$ cat config.mk
export PLATFORM = sky130hd
export DESIGN_NAME = tuner_pwr_ctrl
export DESIGN_NICKNAME = d
export VERILOG_FILES = /design/src/rtl/tpc_pkg.sv /design/src/rtl/tpc_busmode.sv /design/src/rtl/tpc_settle.sv /design/src/rtl/tpc_fsm.sv /design/src/rtl/tuner_pwr_ctrl.sv
export SDC_FILE = /design/constraint.sdc
export NUM_CORES = 1
export LEC_CHECK = 0
export ABC_AREA = 1
export CAP_MARGIN = 20
export CORE_ASPECT_RATIO = 1.4
export CORE_MARGIN = 4
export CORE_UTILIZATION = 44
export DETAILED_ROUTE_END_ITERATION = 8
export PLACE_DENSITY = 0.71
export SLEW_MARGIN = 10
export SYNTH_ARGS = -nofsm -noshare
export SYNTH_HDL_FRONTEND = slang
export SYNTH_SLANG_ARGS = --single-unit
$ cat constraint.sdc
create_clock -name clk -period 1.5 [get_ports clk]
set_input_delay 0.225 -clock clk [delete_from_list [all_inputs] [get_ports clk]]
set_output_delay 0.225 -clock clk [all_outputs]
set_load 0.02 [all_outputs]
$ cat src/rtl/tpc_pkg.sv
package tpc_pkg;
  typedef enum logic [1:0] {
    PS_INACTIVE = 2'd0,
    PS_DOWN     = 2'd1,
    PS_UP       = 2'd2,
    PS_PARTIAL  = 2'd3
  } pstate_t;

  typedef enum logic [1:0] {
    BM_NONE  = 2'b00,
    BM_TWO   = 2'b01,
    BM_THREE = 2'b10,
    BM_BAD   = 2'b11
  } bmode_t;
endpackage

$ cat src/rtl/tpc_busmode.sv
module tpc_busmode
  import tpc_pkg::*;
(
  input  logic   clk,
  input  logic   rst_n,
  input  logic   pin_rst_n,
  input  logic   latch_en,
  input  logic   sen_n,
  input  logic   sdio,
  input  logic   gpio1,
  input  logic   gpio3,
  output bmode_t mode
);
  bmode_t decoded;

  always_comb begin
    if (gpio3) begin
      decoded = gpio1 ? BM_THREE : BM_TWO;
    end else if (!sen_n && sdio) begin
      decoded = BM_THREE;
    end else if (sen_n && !sdio) begin
      decoded = BM_TWO;
    end else begin
      decoded = BM_BAD;
    end
  end

  always_ff @(posedge clk or negedge rst_n) begin
    if (!rst_n) begin
      mode <= BM_NONE;
    end else if (!pin_rst_n) begin
      mode <= BM_NONE;
    end else if (latch_en) begin
      mode <= decoded;
    end
  end
endmodule

$ cat src/rtl/tpc_settle.sv
module tpc_settle #(
  parameter int SETTLE_CYCLES = 64
) (
  input  logic clk,
  input  logic rst_n,
  input  logic pin_rst_n,
  input  logic osc_en,
  output logic settled
);
  localparam int CW = $clog2(SETTLE_CYCLES + 1);
  localparam logic [CW-1:0] LIMIT = CW'(SETTLE_CYCLES);

  logic [CW-1:0] cnt_q;

  assign settled = !osc_en || (cnt_q == LIMIT);

  always_ff @(posedge clk or negedge rst_n) begin
    if (!rst_n) begin
      cnt_q <= '0;
    end else if (!pin_rst_n || !osc_en) begin
      cnt_q <= '0;
    end else if (cnt_q != LIMIT) begin
      cnt_q <= cnt_q + 1'b1;
    end
  end
endmodule

$ cat src/rtl/tpc_fsm.sv
module tpc_fsm
  import tpc_pkg::*;
#(
  parameter int PD_CYCLES = 16
) (
  input  logic    clk,
  input  logic    rst_n,
  input  logic    pin_rst_n,
  input  logic    cfg_wr,
  input  logic    cfg_enable,
  input  logic    cfg_disable,
  input  logic    start_ok,
  output pstate_t state,
  output logic    rd_en,
  output logic    rd_dis,
  output logic    busy,
  output logic    latch_mode,
  output logic    reg_reset,
  output logic    rdsd_clear,
  output logic    err
);
  localparam int PW = $clog2(PD_CYCLES + 1);
  localparam logic [PW-1:0] PD_LOAD = PW'(PD_CYCLES);

  pstate_t       st_q;
  logic [PW-1:0] pd_cnt_q;
  logic          pdis_q;
  logic          err_q;
  logic          rr_q;
  logic          rc_q;
  logic          up_req;

  assign up_req     = cfg_wr && cfg_enable && !cfg_disable;
  assign busy       = (pd_cnt_q != '0);
  assign latch_mode = (st_q == PS_INACTIVE) && pin_rst_n;

  always_ff @(posedge clk or negedge rst_n) begin
    if (!rst_n) begin
      st_q     <= PS_INACTIVE;
      pd_cnt_q <= '0;
      pdis_q   <= 1'b0;
      err_q    <= 1'b0;
      rr_q     <= 1'b0;
      rc_q     <= 1'b0;
    end else if (!pin_rst_n) begin
      rr_q     <= (st_q != PS_INACTIVE);
      st_q     <= PS_INACTIVE;
      pd_cnt_q <= '0;
      pdis_q   <= 1'b0;
      err_q    <= 1'b0;
      rc_q     <= 1'b0;
    end else begin
      rr_q <= 1'b0;
      rc_q <= 1'b0;
      unique case (st_q)
        PS_INACTIVE: st_q <= PS_DOWN;
        PS_DOWN, PS_PARTIAL: begin
          if (up_req) begin
            if (start_ok) st_q <= PS_UP;
            else          err_q <= 1'b1;
          end
        end
        PS_UP: begin
          if (busy) begin
            if (pd_cnt_q == PW'(1)) begin
              st_q <= PS_DOWN;
              rc_q <= 1'b1;
            end
            pd_cnt_q <= pd_cnt_q - 1'b1;
          end else if (cfg_wr) begin
            if (!cfg_enable) begin
              st_q   <= PS_PARTIAL;
              pdis_q <= cfg_disable;
            end else if (cfg_disable) begin
              pd_cnt_q <= PD_LOAD;
            end
          end
        end
        default: st_q <= PS_INACTIVE;
      endcase
    end
  end

  always_comb begin
    rd_en  = 1'b0;
    rd_dis = 1'b0;
    if (st_q == PS_UP) begin
      rd_en  = 1'b1;
      rd_dis = busy;
    end else if (st_q == PS_PARTIAL) begin
      rd_dis = pdis_q;
    end
  end

  assign state      = st_q;
  assign reg_reset  = rr_q;
  assign rdsd_clear = rc_q;
  assign err        = err_q;
endmodule

$ cat src/rtl/tuner_pwr_ctrl.sv
module tuner_pwr_ctrl
  import tpc_pkg::*;
#(
  parameter int PD_CYCLES     = 16,
  parameter int SETTLE_CYCLES = 64
) (
  input  logic       clk,
  input  logic       rst_n,
  input  logic       pin_rst_n,
  input  logic       strap_sen_n,
  input  logic       strap_sdio,
  input  logic       strap_gpio1,
  input  logic       strap_gpio3,
  input  logic       osc_en,
  input  logic       supply_ok,
  input  logic       clk_present,
  input  logic       cfg_wr,
  input  logic       cfg_enable,
  input  logic       cfg_disable,
  output logic [1:0] pwr_state,
  output logic       rd_enable,
  output logic       rd_disable,
  output logic [1:0] bus_mode,
  output logic       bus_active,
  output logic       reg_reset,
  output logic       rdsd_clear,
  output logic       en_reject_err,
  output logic       pd_busy
);
  pstate_t st;
  bmode_t  mode;
  logic    settled;
  logic    latch_mode;
  logic    start_ok;

  assign start_ok = supply_ok && clk_present && settled;

  tpc_settle #(.SETTLE_CYCLES(SETTLE_CYCLES)) u_settle (
    .clk(clk), .rst_n(rst_n), .pin_rst_n(pin_rst_n),
    .osc_en(osc_en), .settled(settled)
  );

  tpc_fsm #(.PD_CYCLES(PD_CYCLES)) u_fsm (
    .clk(clk), .rst_n(rst_n), .pin_rst_n(pin_rst_n),
    .cfg_wr(cfg_wr), .cfg_enable(cfg_enable), .cfg_disable(cfg_disable),
    .start_ok(start_ok), .state(st), .rd_en(rd_enable), .rd_dis(rd_disable),
    .busy(pd_busy), .latch_mode(latch_mode), .reg_reset(reg_reset),
    .rdsd_clear(rdsd_clear), .err(en_reject_err)
  );

  tpc_busmode u_mode (
    .clk(clk), .rst_n(rst_n), .pin_rst_n(pin_rst_n), .latch_en(latch_mode),
    .sen_n(strap_sen_n), .sdio(strap_sdio), .gpio1(strap_gpio1),
    .gpio3(strap_gpio3), .mode(mode)
  );

  assign pwr_state  = st;
  assign bus_mode   = mode;
  assign bus_active = (st != PS_INACTIVE) && ((mode == BM_TWO) || (mode == BM_THREE));
endmodule

==> flow_summary.ini <==
[die]
die_area_sq_mm = 0.00355
die_w_um = 51.5
pin_count = 24
start_util_pct = 47.2
coreArea_sq_mm = 0.00247
rows = 21
fp.dieH_um = 68.9

[sta]
setup_violations = 1
finalHoldViolations = 0
relSlewSlack_pct = 72.8
rsz0062_at_grt = true
min_period_ns = 1.52
max_freq_mhz = 658
finalWorstSetupSlack_ns = -0.0209
clock-skew-final_ns = 0.0119
finalCritPeriodShare_pct = 101
worst_pin_slew_ns = 0.407
slew_violations = 0

[yosys]
syn_inst = 147
yosysUniqueCellTypes = 27
synth_top_area_cell = dfrtp_1
syn_nets = 165
synthMostInstantiatedCell = inv_1
async_flop_share_pct = 100
synth_common_cells = 25 x inv_1, 23 x nand2_1, 20 x dfrtp_1
synthTopCellsByArea = dfrtp_1 43%, inv_1 8.1%, nand2_1 7.4%, nand3_1 6.4%, ha_1 5.4%
synth_top_area_share_pct = 43.0
yosysSeqAreaShare_pct = 43.0
ys_ff_latch = 20
avgSynthCellArea_sq_um = 7.92
yosysWarnings = 0
synth_area_sq_mm = 0.00116
synth_ff_type = dfrtp_1
synth-edff-count = 0

[critical_path]
critPathMaxFanout = 3
end_kind = output pin
crit_arrival_ns = 1.30
criticalPathCategory = flip-flop to output pin
start_kind = flip-flop
required_ns = 1.27

[clocking]
cts_tree = done
cts.clk_slew.worst_paths_ns = 0.13
numCtsBuffers = 3
h-tree-depth = 1
clk_latency_ns = 0.31
clockBufferDepth = 2
ctsRootBufferMaster = clkbuf_4
cts_hold_buf = 0
cts_sinks = 20

[detailed_routing]
drt_iter0_markers = 54
wl_per_cell_um = 13.8
ant_nets = 0
drt-total-wl_mm = 3.24
routed_via_density = 5.20
firstDrtPassIters = 4
drc = 0
vias = 1223

[power]
total_power_mw = 2.54
power.density_mw_per_mm2 = 1410
peakVddDrop_mv = 1.41
leakagePower_nw = 0.895

[grt]
gr-usage-all-layers_pct = 19.1
grt_pass1_wl_mm = 5.17
grt_pass1_vias = 1315
antenna_found_initial = 0
overflow = 0
grt_max_degree = 21

[placed_design]
dp.cells = 225
dpl.hpwl_mm = 2.26
gp_congestion = 0.850
port_buffers = 23

[finish]
final_nets = 220
syn2layout_area_growth_pct = 54.5
stdcell_count = 235
fillers = 191
drive_gt1_share_pct = 34.3
antenna_cells = 0

[outcome]
failed_checks = setup timing
outcome = finished, violations left

[run]
max_cap_violations = 0

[worst_hold_path]
holdCritPathClass = input pin to async pin
[cells by family after synthesis]
family	synth area share (%)
xor gates and xnor gates	0.752
AOI/OAI and AO/OA	12.2
buffers and inverters	9.77
DFF	43.0
adders and majority gates	5.37
and+or+nand+nor	28.9
[stage by stage]
step                      TNS (ns)  worst slack, ns  utilization (%)  hold slack (ns)  area (sq um)
final                      -0.0209          -0.0209             72.8            0.242          1800
after global routing        -0.239          -0.0869             72.8            0.268          1800
after CTS                   -0.141          -0.0892             67.0            0.253          1660
after detailed placement    -0.607           -0.212             64.5            0.509          1590
after global placement      -0.419           -0.167             64.5            0.488          1590
after floorplan                  0           0.0371                -          -0.0706          1160
[final cells by class]
type / count / area (sq um) / area share, %
multi-input combinational: 99 / 663 / 36.9
inverter: 26 / 100 / 5.56
clock buffer: 4 / 36.3 / 2.02
timing repair buffer: 52 / 455 / 25.3
tap: 34 / 42.5 / 2.36
sequential: 20 / 502 / 27.9
[report_power, final]
part / switching, mW / internal (mW)
clock: 0.176 / 0.148
sequential: 0.0756 / 0.629
combinational: 0.773 / 0.736
total: 1.02 / 1.51
[state kept, by name (all words and copies together), names as in the netlist]
name	count
u_fsm.err	1
u_fsm.pd_cnt_q	5
u_fsm.pdis_q	1
u_fsm.rdsd_clear	1
u_fsm.reg_reset	1
u_fsm.state	2
u_mode.mode	2
u_settle.cnt_q	7
[placed cells by master (no fill, tap or decap), drive strengths merged, types with 2 or more instances in the layout]
cell,Yosys,final
clkdlybuf4s15,0,2
a21oi,8,8
nor3,2,2
nor2,18,18
o211ai,2,2
dfrtp,20,20
buf,2,33
clkdlybuf4s50,0,12
nand4,4,4
nand3,17,17
nand2,25,25
o22ai,2,2
o21ai,10,10
ha,5,5
inv,26,26
dlygate4sd2,0,3
dlymetal6s2s,0,2
clkbuf,0,4
[worst max-delay path, cell delays in order (launching register included)]
cell and delay (ns):
dfrtp_1 0.41, inv_2 0.08, ha_4 0.13, nand3_4 0.09, nand2_4 0.08, o31ai_2 0.05, buf_2 0.15
[per-layer routing]
layer	vias to the layer above	track usage [%]	part of all wire, %
met5	-	0	0
met4	0	9.51	5.4
met3	24	2.37	3.9
met2	52	36.6	53
met1	554	20.1	37
li1	593	-	-
[repair_timing]
action	in CTS	in global routing
setup endpoints to repair	13	17
pin swaps	3	6
gates resized for setup	34	33
buffers inserted	2	4
[path summary, 6_finish.rpt]
kind                                         from                 to  slack, ns  cells past startpoint
worst max-delay path            u_fsm.pd_cnt_q[0]         rd_disable      -0.02                      6
worst min-delay path                        rst_n     u_mode.mode[0]       0.24                      2
worst max register to register  u_fsm.pd_cnt_q[0]  u_fsm.pd_cnt_q[4]       0.02                      8
worst min register to register  u_settle.cnt_q[5]  u_settle.cnt_q[5]       0.52                      1
max in group asynchronous                   rst_n     u_fsm.state[0]       1.03                      2
min in group clk                u_settle.cnt_q[5]  u_settle.cnt_q[5]       0.52                      1
No activity file was read; power rests on OpenSTA's default activity.
